===== src/rtl/hpr_pkg.sv =====
package hpr_pkg;
    typedef enum logic {
        PWR_SELF = 1'b0,
        PWR_BUS  = 1'b1
    } pwr_mode_e;
endpackage


===== src/rtl/hpr_compact.sv =====
module hpr_compact #(
    parameter int NPORTS = 4,
    parameter int LW     = $clog2(NPORTS + 1)
) (
    input  logic [NPORTS-1:0]    live,
    output logic [NPORTS*LW-1:0] num_flat
);
    logic [LW-1:0] run;

    always_comb begin
        run      = '0;
        num_flat = '0;
        for (int i = 0; i < NPORTS; i++) begin
            if (live[i]) begin
                run = run + LW'(1);
                num_flat[i*LW +: LW] = run;
            end
        end
    end
endmodule


===== src/rtl/hpr_remap_check.sv =====
module hpr_remap_check #(
    parameter int NPORTS = 4,
    parameter int LW     = $clog2(NPORTS + 1)
) (
    input  logic [NPORTS-1:0]    live,
    input  logic [NPORTS*LW-1:0] req_flat,
    input  logic [LW-1:0]        count,
    output logic                 legal
);
    logic [LW-1:0] vi;

    always_comb begin
        legal = 1'b1;
        vi    = '0;
        for (int i = 0; i < NPORTS; i++) begin
            if (live[i]) begin
                vi = req_flat[i*LW +: LW];
                if ((vi == '0) || (vi > count))
                    legal = 1'b0;
                for (int j = i + 1; j < NPORTS; j++) begin
                    if (live[j] && (req_flat[j*LW +: LW] == vi))
                        legal = 1'b0;
                end
            end
        end
    end
endmodule


===== src/rtl/hpr_invert.sv =====
module hpr_invert #(
    parameter int NPORTS = 4,
    parameter int LW     = $clog2(NPORTS + 1)
) (
    input  logic [NPORTS*LW-1:0] num_flat,
    input  logic [NPORTS-1:0]    nonrem,
    output logic [NPORTS*LW-1:0] phys_flat,
    output logic [NPORTS-1:0]    nonrem_by_log
);
    for (genvar k = 0; k < NPORTS; k++) begin : g_slot
        always_comb begin
            phys_flat[k*LW +: LW] = '0;
            nonrem_by_log[k]      = 1'b0;
            for (int i = 0; i < NPORTS; i++) begin
                if (num_flat[i*LW +: LW] == LW'(k + 1)) begin
                    phys_flat[k*LW +: LW] = LW'(i + 1);
                    nonrem_by_log[k]      = nonrem[i];
                end
            end
        end
    end
endmodule


===== src/rtl/hub_port_renum.sv =====
module hub_port_renum
    import hpr_pkg::*;
#(
    parameter int NPORTS = 4,
    localparam int LW    = $clog2(NPORTS + 1)
) (
    input  logic                 clk,
    input  logic                 rst_n,
    input  logic                 load,
    input  logic                 bus_mode,
    input  logic [NPORTS-1:0]    dis_self,
    input  logic [NPORTS-1:0]    dis_bus,
    input  logic [NPORTS-1:0]    nonrem,
    input  logic                 remap_en,
    input  logic [NPORTS*LW-1:0] remap_num,
    output logic [LW-1:0]        port_count,
    output logic [NPORTS*LW-1:0] log_of_phys,
    output logic [NPORTS*LW-1:0] phys_of_log,
    output logic [NPORTS-1:0]    nonrem_log,
    output logic                 cfg_error
);
    typedef struct packed {
        logic [LW-1:0]        count;
        logic [NPORTS*LW-1:0] p2l;
        logic [NPORTS*LW-1:0] l2p;
        logic [NPORTS-1:0]    nrl;
        logic                 err;
    } map_state_t;

    map_state_t st_d, st_q;

    pwr_mode_e            mode;
    logic [NPORTS-1:0]    live;
    logic [LW-1:0]        live_cnt;
    logic [NPORTS*LW-1:0] auto_map;
    logic [NPORTS*LW-1:0] req_masked;
    logic [NPORTS*LW-1:0] pick_map;
    logic [NPORTS*LW-1:0] inv_map;
    logic [NPORTS-1:0]    inv_nr;
    logic                 req_legal;
    logic                 use_req;

    // mask selection and enabled-port count
    always_comb begin
        mode     = pwr_mode_e'(bus_mode);
        live     = (mode == PWR_BUS) ? ~dis_bus : ~dis_self;
        live_cnt = '0;
        for (int i = 0; i < NPORTS; i++)
            live_cnt = live_cnt + LW'(live[i]);
    end

    hpr_compact #(.NPORTS(NPORTS), .LW(LW)) u_compact (
        .live     (live),
        .num_flat (auto_map)
    );

    hpr_remap_check #(.NPORTS(NPORTS), .LW(LW)) u_check (
        .live     (live),
        .req_flat (remap_num),
        .count    (live_cnt),
        .legal    (req_legal)
    );

    // explicit fields of disabled ports are forced to zero
    always_comb begin
        for (int i = 0; i < NPORTS; i++)
            req_masked[i*LW +: LW] = live[i] ? remap_num[i*LW +: LW] : '0;
        use_req  = remap_en && req_legal;
        pick_map = use_req ? req_masked : auto_map;
    end

    hpr_invert #(.NPORTS(NPORTS), .LW(LW)) u_invert (
        .num_flat      (pick_map),
        .nonrem        (nonrem),
        .phys_flat     (inv_map),
        .nonrem_by_log (inv_nr)
    );

    always_comb begin
        st_d = st_q;
        if (load) begin
            st_d.count = live_cnt;
            st_d.p2l   = pick_map;
            st_d.l2p   = inv_map;
            st_d.nrl   = inv_nr;
            st_d.err   = remap_en && !req_legal;
        end
    end

    always_ff @(posedge clk or negedge rst_n) begin
        if (!rst_n)
            st_q <= '0;
        else
            st_q <= st_d;
    end

    assign port_count  = st_q.count;
    assign log_of_phys = st_q.p2l;
    assign phys_of_log = st_q.l2p;
    assign nonrem_log  = st_q.nrl;
    assign cfg_error   = st_q.err;
endmodule


===== config.mk =====
export PLATFORM = sky130hd
export DESIGN_NAME = hub_port_renum
export DESIGN_NICKNAME = d
export VERILOG_FILES = /design/src/rtl/hpr_pkg.sv /design/src/rtl/hpr_compact.sv /design/src/rtl/hpr_remap_check.sv /design/src/rtl/hpr_invert.sv /design/src/rtl/hub_port_renum.sv
export SDC_FILE = /design/constraint.sdc
export NUM_CORES = 1
export LEC_CHECK = 0
export BUFFER_PORTS_ARGS = -buffer_cell sky130_fd_sc_hd__buf_2
export CAP_MARGIN = 20
export CORE_MARGIN = 2
export CORE_UTILIZATION = 40
export DETAILED_ROUTE_END_ITERATION = 10
export GPL_TIMING_DRIVEN = 0
export MAX_ROUTING_LAYER = met4
export SYNTH_ARGS = -nofsm -noshare
export SYNTH_HDL_FRONTEND = slang
export SYNTH_SLANG_ARGS = --single-unit

===== constraint.sdc =====
create_clock -name clk -period 1.4 [get_ports clk]
set_input_delay 0.14 -clock clk [delete_from_list [all_inputs] [get_ports clk]]
set_output_delay 0.14 -clock clk [all_outputs]
set_load 0.01 [all_outputs]

Yosys cells after proc, flatten, opt, wreduce, memory -nomap -nowiden
Index checks and enable logic that the tools add are counted.
W data, S select, Z words.
{"block": "op_classes", "add_sub_neg": 6, "magnitude_cmp": 4, "eq_ne": 22, "n_mux": 58, "n_bitwise": 2, "reduce_logical": 17}
{"op": "$mux W3", "n": 13}
{"op": "$mux W1", "n": 35}
{"op": "$eq A3 B2 Y1 const B", "n": 8}
{"op": "$eq A3 B3 Y1", "n": 6}
{"op": "$mux W2", "n": 8}
{"op": "$eq A3 B1 Y1 const B", "n": 4}
{"op": "$eq A3 B3 Y1 const B", "n": 4}
{"op": "$gt A3 B3 Y1", "n": 4}
{"op": "$logic_not A3 Y1", "n": 4}
{"op": "$mux W12", "n": 1}
{"op": "$logic_and A1 B1 Y1", "n": 8}
{"op": "$not A4 Y4", "n": 2}
{"op": "$add A3 B1 Y3 const B", "n": 2}
{"op": "$logic_or A1 B1 Y1", "n": 4}
{"op": "$mux W4", "n": 1}
{"op": "$add A2 B1 Y3", "n": 1}
{"op": "$add A3 B1 Y3", "n": 1}
{"op": "$add A1 B1 Y2", "n": 1}
{"op": "$add A1 B1 Y2 const B", "n": 1}
{"op": "$logic_not A1 Y1", "n": 1}
{"block": "word_totals", "ff_bits": 32, "in_bits": 29}

Longest topological paths before layout
Gate-level depths: netlist (run 1).
{"block": "depth", "word_depth": 28, "depth_mapped": 18, "ltp_nobuf": 16}

Modules after synthesis
Synthesis (run 1) repeated with hierarchy kept, for this count alone.
{"block": "hier_totals", "hier_cells": 277, "hier_area_um2": 2538.7}
{"module": "hub_port_renum", "n_inst": 1, "cells_each": 131, "area_per_inst_um2": 1493.9}
{"module": "hpr_remap_check", "n_inst": 1, "cells_each": 69, "area_per_inst_um2": 533.0}
{"module": "hpr_invert", "n_inst": 1, "cells_each": 54, "area_per_inst_um2": 341.6}
{"module": "hpr_compact", "n_inst": 1, "cells_each": 23, "area_per_inst_um2": 170.2}

Least setup slack after synthesis (run 1)
Ideal clock, no wire load.
{"block": "synth_timing", "path_kind": "input to register", "from": "input port bus_mode", "to": "register st_q, in the netlist nonrem_log[0]", "setup_ns": 0.128, "arrival_ns": 3.510, "slack_ns": -2.239, "cell_stages": 14, "n_path_buf": 1, "cell_sequence": "mux2i_1 -> fa_1 -> ha_1 -> ha_1 -> nor2_1 -> maj3_1 -> nand2_1 -> a31o_2 -> nor4bb_1 -> buf_2 -> a21oi_2 -> or2_1 -> a221oi_1 -> o31ai_2"}
{"block": "synth_via", "elab_chain_len": 27, "word_cells_on_any_way": 55, "classes_between": "add/sub: 6; order compare: 4; eq/ne: 4; mux: 30; reduce/logical: 11"}
{"item": "start, declared", "line_no": "hub_port_renum.sv:10", "source": "input logic bus_mode,"}
{"item": "$mux W4 *", "line_no": "hub_port_renum.sv:46", "source": "live = (mode == PWR_BUS) ? ~dis_bus : ~dis_self;"}
{"item": "$add A1 B1 Y2", "line_no": "hub_port_renum.sv:49", "source": "live_cnt = live_cnt + LW'(live[i]);"}
{"item": "$add A2 B1 Y3", "line_no": "hub_port_renum.sv:49"}
{"item": "$add A3 B1 Y3 *", "line_no": "hub_port_renum.sv:49"}
{"item": "net live_cnt[0]", "line_no": "hub_port_renum.sv:34", "source": "logic [LW-1:0] live_cnt;"}
{"item": "$gt A3 B3 Y1", "line_no": "hpr_remap_check.sv:18", "source": "if ((vi == '0) || (vi > count))"}
{"item": "$logic_or A1 B1 Y1", "line_no": "hpr_remap_check.sv:18"}
{"item": "$mux W1", "line_no": "hpr_remap_check.sv:18"}
{"item": "[10 not listed]"}
{"item": "$mux W1", "line_no": "hpr_remap_check.sv:16", "source": "if (live[i]) begin"}
{"item": "$mux W1", "line_no": "hpr_remap_check.sv:18"}
{"item": "$mux W1 *", "line_no": "hpr_remap_check.sv:16"}
{"item": "$logic_and A1 B1 Y1 *", "line_no": "hub_port_renum.sv:68", "source": "use_req = remap_en && req_legal;"}
{"item": "$mux W12 *", "line_no": "hub_port_renum.sv:69", "source": "pick_map = use_req ? req_masked : auto_map;"}
{"item": "$eq A3 B1 Y1", "line_no": "hpr_invert.sv:15", "source": "if (num_flat[i*LW +: LW] == LW'(k + 1)) begin"}
{"item": "$mux W1 (3 in series)", "line_no": "hpr_invert.sv:15"}
{"item": "$mux W1 *", "line_no": "hpr_invert.sv:15"}
{"item": "end signal, assigned", "line_no": "hub_port_renum.sv:94", "source": "st_q <= st_d;"}
{"item": "end, declared", "line_no": "hub_port_renum.sv:30", "source": "map_state_t st_d, st_q;"}
The timed path passes the listed nets; every way through them passes the cells marked *.
A chain may end at the register's enable or synchronous reset.

Final worst setup path (run 1)
{"block": "layout_timing", "from": "input port bus_mode", "to": "register st_q, in the netlist nonrem_log[1]"}
{"block": "layout_via", "elab_chain_len": 27, "word_cells_on_any_way": 55, "classes_between": "add/sub: 6; order compare: 4; eq/ne: 4; mux: 30; reduce/logical: 11"}
{"item": "$mux W4 *", "line_no": "hub_port_renum.sv:46"}
{"item": "$add A1 B1 Y2", "line_no": "hub_port_renum.sv:49"}
{"item": "$add A2 B1 Y3", "line_no": "hub_port_renum.sv:49"}
{"item": "$add A3 B1 Y3 *", "line_no": "hub_port_renum.sv:49"}
{"item": "net live_cnt[0]", "line_no": "hub_port_renum.sv:34"}
{"item": "$gt A3 B3 Y1", "line_no": "hpr_remap_check.sv:18"}
{"item": "$logic_or A1 B1 Y1", "line_no": "hpr_remap_check.sv:18"}
{"item": "$mux W1", "line_no": "hpr_remap_check.sv:18"}
{"item": "[10 not listed]"}
{"item": "$mux W1", "line_no": "hpr_remap_check.sv:16"}
{"item": "$mux W1", "line_no": "hpr_remap_check.sv:18"}
{"item": "$mux W1 *", "line_no": "hpr_remap_check.sv:16"}
{"item": "$logic_and A1 B1 Y1 *", "line_no": "hub_port_renum.sv:68"}
{"item": "$mux W12 *", "line_no": "hub_port_renum.sv:69"}
{"item": "$eq A3 B2 Y1", "line_no": "hpr_invert.sv:15"}
{"item": "$mux W1 (3 in series)", "line_no": "hpr_invert.sv:15"}
{"item": "$mux W1 *", "line_no": "hpr_invert.sv:15"}
Marks and branches as above.

==> metrics.yaml, run 1 <==
min_path_type: "in -> reg"
combPwrFrac: 0.514
ys_warn_count: 0
p_leak_nw: 1.69
setup_ws_ps: -1910
cts_max_path_buffers: 2
post_drt_via_cell_ratio: 5.68
fill_cells: 627
portBuffers: 53
grt_overflow: 0
placed_cell_area_sq_um: 3200
synth_cell_type_count: 61
root_buffer: "clkbuf_8"
globalplace.congestion: 0.927
irDropWorstVdd_mv: 0.589
synth.cell_area_sq_um: 2720
clkSinkCount: 32
fin_crit_sh: 2.36
cts_max_level: 2
grt_pass1_wl_mm: 13.1
grt_max_degree: 33
nets: 430
ys_ff_latch: 32
clk_pin_slew_ps: 70
dieArea_sq_um: 7480
vias: 2642
detailedPlace.worstSlack_ps: -2520
cts_tree: "yes"
cp_cell_sequence: "buf_12 -> mux2_4 -> inv_6 -> fa_1 -> ha_4 -> ha_4 -> nor2_2 -> maj3_2 -> nand2_2 -> a31o_4 -> nor4bb_1 -> buf_4 -> a21oi_1 -> a41oi_2 -> buf_4 -> a2bb2oi_1 -> o31ai_1"
critPathSlowestCell: "fa_1"
final_util: 0.578
internal-power_mw: 2.49
syn2layout_area_growth_pct: 42.0
n_antenna_cell: 0
critical_path_class: "in -> reg"
cp_max_fo: 7
tightestPinTransition_ps: 731
min_period_ps: 3310
die_w_um: 86.5
slowest_delay_ps: 450
gr-usage-all-layers: 0.228
violations: "negative setup slack"
setup_viol: 32
mostFrequentLayoutCells: "57 x buf_2, 32 x dfrtp_1, 23 x nor2_1"
drc_errors: 0
swShare: 0.370
synthCells: 298
grt_pass1_vias: 2557
synth_top_area_share: 0.294
arrival_ps: 3470
drive_above_1_share: 0.447
crit_required_ps: 1560
num_rows: 30
rsz0062_at_grt: "yes"
end_kind: "flop"
final_cells: 465
pwr-share-seq: 0.289
final_common_cell: "buf_2"
synthTopCellsByArea: "dfrtp_1 29%, ha_1 6.9%, xor2_1 3.9%, nor2_1 3.4%, nand2_1 2.6%"
maxCapViolCount: 0
clk_latency_ps: 270
cp-start-kind: "input pin"
wire_per_inst_um: 17.7
wl_mm: 8.24
dr.first_iter.drc_count: 161
syn-num-nets: 343
ys_seq_area_frac: 0.294
fmax_mhz: 302
start_util: 0.407
io_pins: 61
stdcell_area_sq_um: 3860
first_pass_iters: 5
seq_area_sq_um: 801
run_status: "finished with violations"
placedCellCount: 431
hpwl_mm: 5.87
p_clk_frac: 0.197
p_sw_mw: 1.46
numCtsBuffers: 5
avgSynthCellArea_sq_um: 9.13
dieHeight_um: 86.5
ant_nets: 0
hold_viol: 0
synth-edff-count: 0
async_flop_share: 1.00
antenna_found_initial: 0
slew_headroom: 0.513
skew_ps: 0
coreArea_sq_um: 6680
multi_input_area_sq_um: 2060
synth_largest_area_cell: "dfrtp_1"
synth_ff_type: "dfrtp_1"
cellPowerDensity_nw_per_um2: 1020
slew_viol_final: 0
-- worst max-delay path: cells and delay by family --
kind / cells / cell delay [ps]
fa+ha+maj: 4 / 1330
compound gates: 5 / 760
mux: 1 / 330
simple gates: 3 / 330
buf+inv: 4 / 560
-- logic make-up after synthesis --
kind of cell / synth area share
AND/OR/NAND/NOR: 0.197
multiplexers: 0.0667
XOR/XNOR: 0.0580
buffers and inverters: 0.0865
AO/OA/AOI/OAI: 0.214
adder cells (fa/ha/maj): 0.0837
flip-flops: 0.294
-- cell usage after synthesis (3+ instances only) --
| master | instances |
|---|---|
| nor4_2 | 3 |
| nand2_1 | 19 |
| inv_1 | 18 |
| ha_1 | 15 |
| mux2_2 | 6 |
| buf_6 | 5 |
| xnor2_1 | 6 |
| nor2b_1 | 3 |
| a31oi_1 | 9 |
| nor2_1 | 25 |
| nor3_1 | 10 |
| o21a_1 | 4 |
| o31ai_1 | 4 |
| xor2_1 | 12 |
| a2bb2oi_1 | 3 |
| nand4_1 | 5 |
| a21oi_1 | 12 |
| dfrtp_1 | 32 |
| a211oi_1 | 4 |
| o21ai_0 | 12 |
| nor4_1 | 4 |
| a21o_1 | 5 |
| o211ai_1 | 6 |
| o2bb2ai_1 | 6 |
| clkbuf_1 | 4 |
| buf_2 | 7 |
| mux2i_1 | 7 |
| nand3_1 | 9 |
-- timing repair --
action / 4_1_cts / 5_1_grt
pin swaps: 16 / 11
gates cloned: 1 / 0
setup buffers: 17 / 8
setup endpoints to repair: 32 / 32
gates resized for setup: 42 / 18
endpoints found under the hold margin: 32 / 0
hold buffers: 1 / 0
-- metal layers --
| metal | global-route usage | up-vias | share of wire | wire [um] |
|---|---|---|---|---|
| met2 | 0.366 | 95 | 0.48 | 3940 |
| li1 | - | 1257 | - | - |
| met1 | 0.314 | 1284 | 0.46 | 3790 |
| met3 | 0.0362 | 6 | 0.055 | 450 |
| met4 | 0.0298 | 0 | 0.0076 | 63 |
| met5 | - | - | 0 | 0 |
-- through the flow --
step | power (mW) | hold WS [ps] | setup TNS, ps
after floorplan | 2.26 | -156 | -50180
after global placement | 2.69 | 227 | -69380
after detailed placement | 2.71 | 240 | -68770
after global routing | 4.17 | 182 | -54250
after CTS | 3.82 | 157 | -51190
final | 3.95 | 161 | -51140
-- state kept, by name (all words and copies together), names as in the netlist --
name and count:
cfg_error 1, log_of_phys 12, port_count 3, nonrem_log 4
phys_of_log 12
-- power groups by stage --
stage	Clock, mW	Sequential (mW)	Combinational (mW)
after floorplan	0	1.23	1.03
after global placement	0	1.15	1.54
after detailed placement	0	1.16	1.56
after CTS	0.787	1.14	1.89
after global routing	0.828	1.16	2.19
final	0.776	1.14	2.03
-- path summary, 6_finish.rpt --
check | from | end | slack [ps] | cells after the start
min in group asynchronous | rst_n | phys_of_log[8] | 460 | 2
max in group asynchronous | rst_n | port_count[1] | 470 | 2
setup reg to reg | nonrem_log[2] | nonrem_log[2] | 640 | 2
hold / removal | remap_num[3] | log_of_phys[3] | 160 | 3
setup / recovery | bus_mode | nonrem_log[1] | -1910 | 17
hold reg to reg | phys_of_log[2] | phys_of_log[2] | 470 | 1
-- layout make-up --
class / instances / share of cell area
Buffer: 21 / 0.0450
Clock buffer: 7 / 0.0249
Inverter: 19 / 0.0210
Multi-Input combinational cell: 226 / 0.534
Sequential cell: 32 / 0.207
Tap cell: 80 / 0.0259
Timing Repair Buffer: 80 / 0.142
Power figures use the tool's default switching activity.
==> run 2: changes to the inputs <==
- CORE_UTILIZATION: 40 -> 45
- CTS_CLUSTER_DIAMETER: default -> 150
- PLACE_DENSITY: default -> 0.68
==> run 2 against run 1 <==
The flow still finishes with violations (negative setup slack); critical path type unchanged; core utilization grew 9.3 points; highest routed layer unchanged; die area is 11% lower; count of clock-buffer cells in the layout decreased by 2; largest power group unchanged; global-route usage up 4.3 points; cell count fell by 0.65%; combinational power grew 4%; non-clock buffer count is 1 higher; setup slack got worse by 27 ps; largest cell class unchanged; flip-flop and latch count is the same; via count grew 4.1%.
==> metrics.yaml, run 2 (synthesis gave the netlist of run 1 again) <==
detailedPlace.worstSlack_ps: -2500  # +21.8 ps
grt_pass1_wl_mm: 13.3  # +1.6%
setup_tns_ps: -53090  # -1950 ps
hold_viol: 0  # unchanged
ant_nets: 0  # unchanged
cellPowerDensity_nw_per_um2: 1050  # +3.1%
io_pins: 61  # unchanged
mostFrequentLayoutCells: "57 x buf_2, 32 x dfrtp_1, 23 x buf_4"
power_mw: 4.16  # +5.4%
tightestPinTransition_ps: 703  # -27.9 ps
nets: 431  # +0.23%
slew_viol_final: 0  # unchanged
skew_ps: 0  # unchanged
portBuffers: 53  # unchanged
fill_cells: 457  # -27%
fmax_mhz: 300  # -0.80%
clkSinkCount: 32  # unchanged
die_w_um: 81.7  # -5.5%
antenna_found_initial: 0  # unchanged
drc_errors: 0  # unchanged
setup_ws_ps: -1930  # -26.8 ps
coreArea_sq_um: 5890  # -12%
syn2layout_area_growth_pct: 45.3
arrival_ps: 3530  # +60 ps
cp_cell_sequence: "buf_12 -> mux2_4 -> clkinv_4 -> fa_1 -> ha_4 -> ha_4 -> o21ai_0 -> a31oi_1 -> a21oi_2 -> nand4bb_4 -> nor2_8 -> buf_12 -> mux2i_4 -> a221oi_2 -> o31ai_1"
min_path_type: "in -> reg"
crit_required_ps: 1600  # +40 ps
start_util: 0.462  # +0.0550
slew_headroom: 0.532  # +0.0186
p_leak_nw: 1.73  # +2.3%
first_pass_iters: 5  # unchanged
wire_per_inst_um: 18.8  # +6.2%
maxCapViolCount: 0  # unchanged
dieHeight_um: 81.7  # -5.5%
final_util: 0.672  # +0.0933
rsz0062_at_grt: "yes"
grt_max_degree: 33  # unchanged
wl_mm: 8.70  # +5.5%
hpwl_mm: 6.07  # +3.4%
dr.first_iter.drc_count: 247  # +53%
grt_pass1_vias: 2672  # +4.5%
post_drt_via_cell_ratio: 5.95  # +4.8%
gr-usage-all-layers: 0.271  # +0.0425
setup_viol: 32  # unchanged
irDropWorstVdd_mv: 0.904  # +53%
numCtsBuffers: 5  # unchanged
drive_above_1_share: 0.473  # +0.0261
cp-start-kind: "input pin"
fin_crit_sh: 2.38  # +0.0191
critPathSlowestCell: "fa_1"
cts_max_level: 2  # unchanged
cts_max_path_buffers: 2  # unchanged
final_common_cell: "buf_2"
placedCellCount: 426  # -1.2%
vias: 2751  # +4.1%
clk_pin_slew_ps: 80  # about the same
final_cells: 462  # -0.65%
slowest_delay_ps: 450  # about the same
dieArea_sq_um: 6680  # -11%
cts_tree: "yes"
num_rows: 28  # -6.7%
min_period_ps: 3330  # +26.8 ps
globalplace.congestion: 0.907  # -2.2%
grt_overflow: 0  # unchanged
root_buffer: "clkbuf_8"
clk_latency_ps: 280  # about the same
cp_max_fo: 6  # -1
run_status: "finished with violations"
critical_path_class: "in -> reg"
multi_input_area_sq_um: 2150  # +4.1%
reg2reg_slack_ps: 640  # about the same
n_antenna_cell: 0  # unchanged
seq_area_sq_um: 801  # unchanged
end_kind: "flop"
violations: "negative setup slack"
==> run 2: cell count changes in the layout (fill, tap and decap cells not counted), sizes merged <==
cell,before,now
buf,94,95
inv,19,18
clkinv,0,2
clkinvlp,0,1
clkbuf,13,11
bufinv,0,1
==> run 2: layer usage <==
layer  up-vias  part of all wire  global-route usage
met3        19             0.050              0.0341
met5         -                 0                   -
met2        96              0.48               0.436
met4         0             0.027              0.0850
li1       1275                 -                   -
met1      1361              0.44               0.355
==> run 2: power by group <==
| group | switching, mW | internal [mW] |
|---|---|---|
| registers | 0.0750 | 1.07 |
| logic | 1.11 | 1.01 |
| clock network | 0.372 | 0.527 |
==> run 2: worst paths after layout <==
| kind | start | endpoint | cells after the start |
|---|---|---|---|
| worst max register to register | nonrem_log[2] | nonrem_log[2] | 2 |
| min in group asynchronous | rst_n | log_of_phys[4] | 2 |
| worst min register to register | log_of_phys[0] | log_of_phys[0] | 1 |
| worst min-delay path | nonrem[2] | nonrem_log[3] | 3 |
| worst max-delay path | bus_mode | nonrem_log[2] | 15 |
| max in group asynchronous | rst_n | port_count[0] | 2 |
==> run 2: what timing repair did <==
| item | CTS | global route |
|---|---|---|
| setup buffers | 15 | 13 |
| setup endpoints to repair | 32 | 32 |
| pin swaps | 22 | 23 |
| resized for setup | 43 | 38 |
| hold buffers | 1 | 0 |
| cloned | 1 | 0 |
| hold endpoints to repair | 32 | 0 |
==> run 2: layout make-up <==
cell class	instances	share of cell area
Tap cell	75	0.0237
Timing Repair Buffer	82	0.140
Buffer	20	0.0431
Inverter	19	0.0199
Sequential cell	32	0.203
Clock inverter	3	0.0108
Clock buffer	5	0.0174
Multi-Input combinational cell	226	0.543
==> run 2: critical path, delay by kind of cell <==
kind            cells  cell delay (ps)
fa+ha+maj           3             1070
mux                 2              590
compound gates      5              820
simple gates        2              550
buf+inv             3              350
==> run 2: through the flow <==
| step | hold slack [ps] | instance area [sq um] |
|---|---|---|
| 2_1_floorplan | -156 | 2840 |
| 3_3_place_gp | 218 | 3200 |
| 3_5_place_dp | 249 | 3200 |
| 4_1_cts | 155 | 3690 |
| 5_1_grt | 164 | 3950 |
| 6_report | 159 | 3950 |
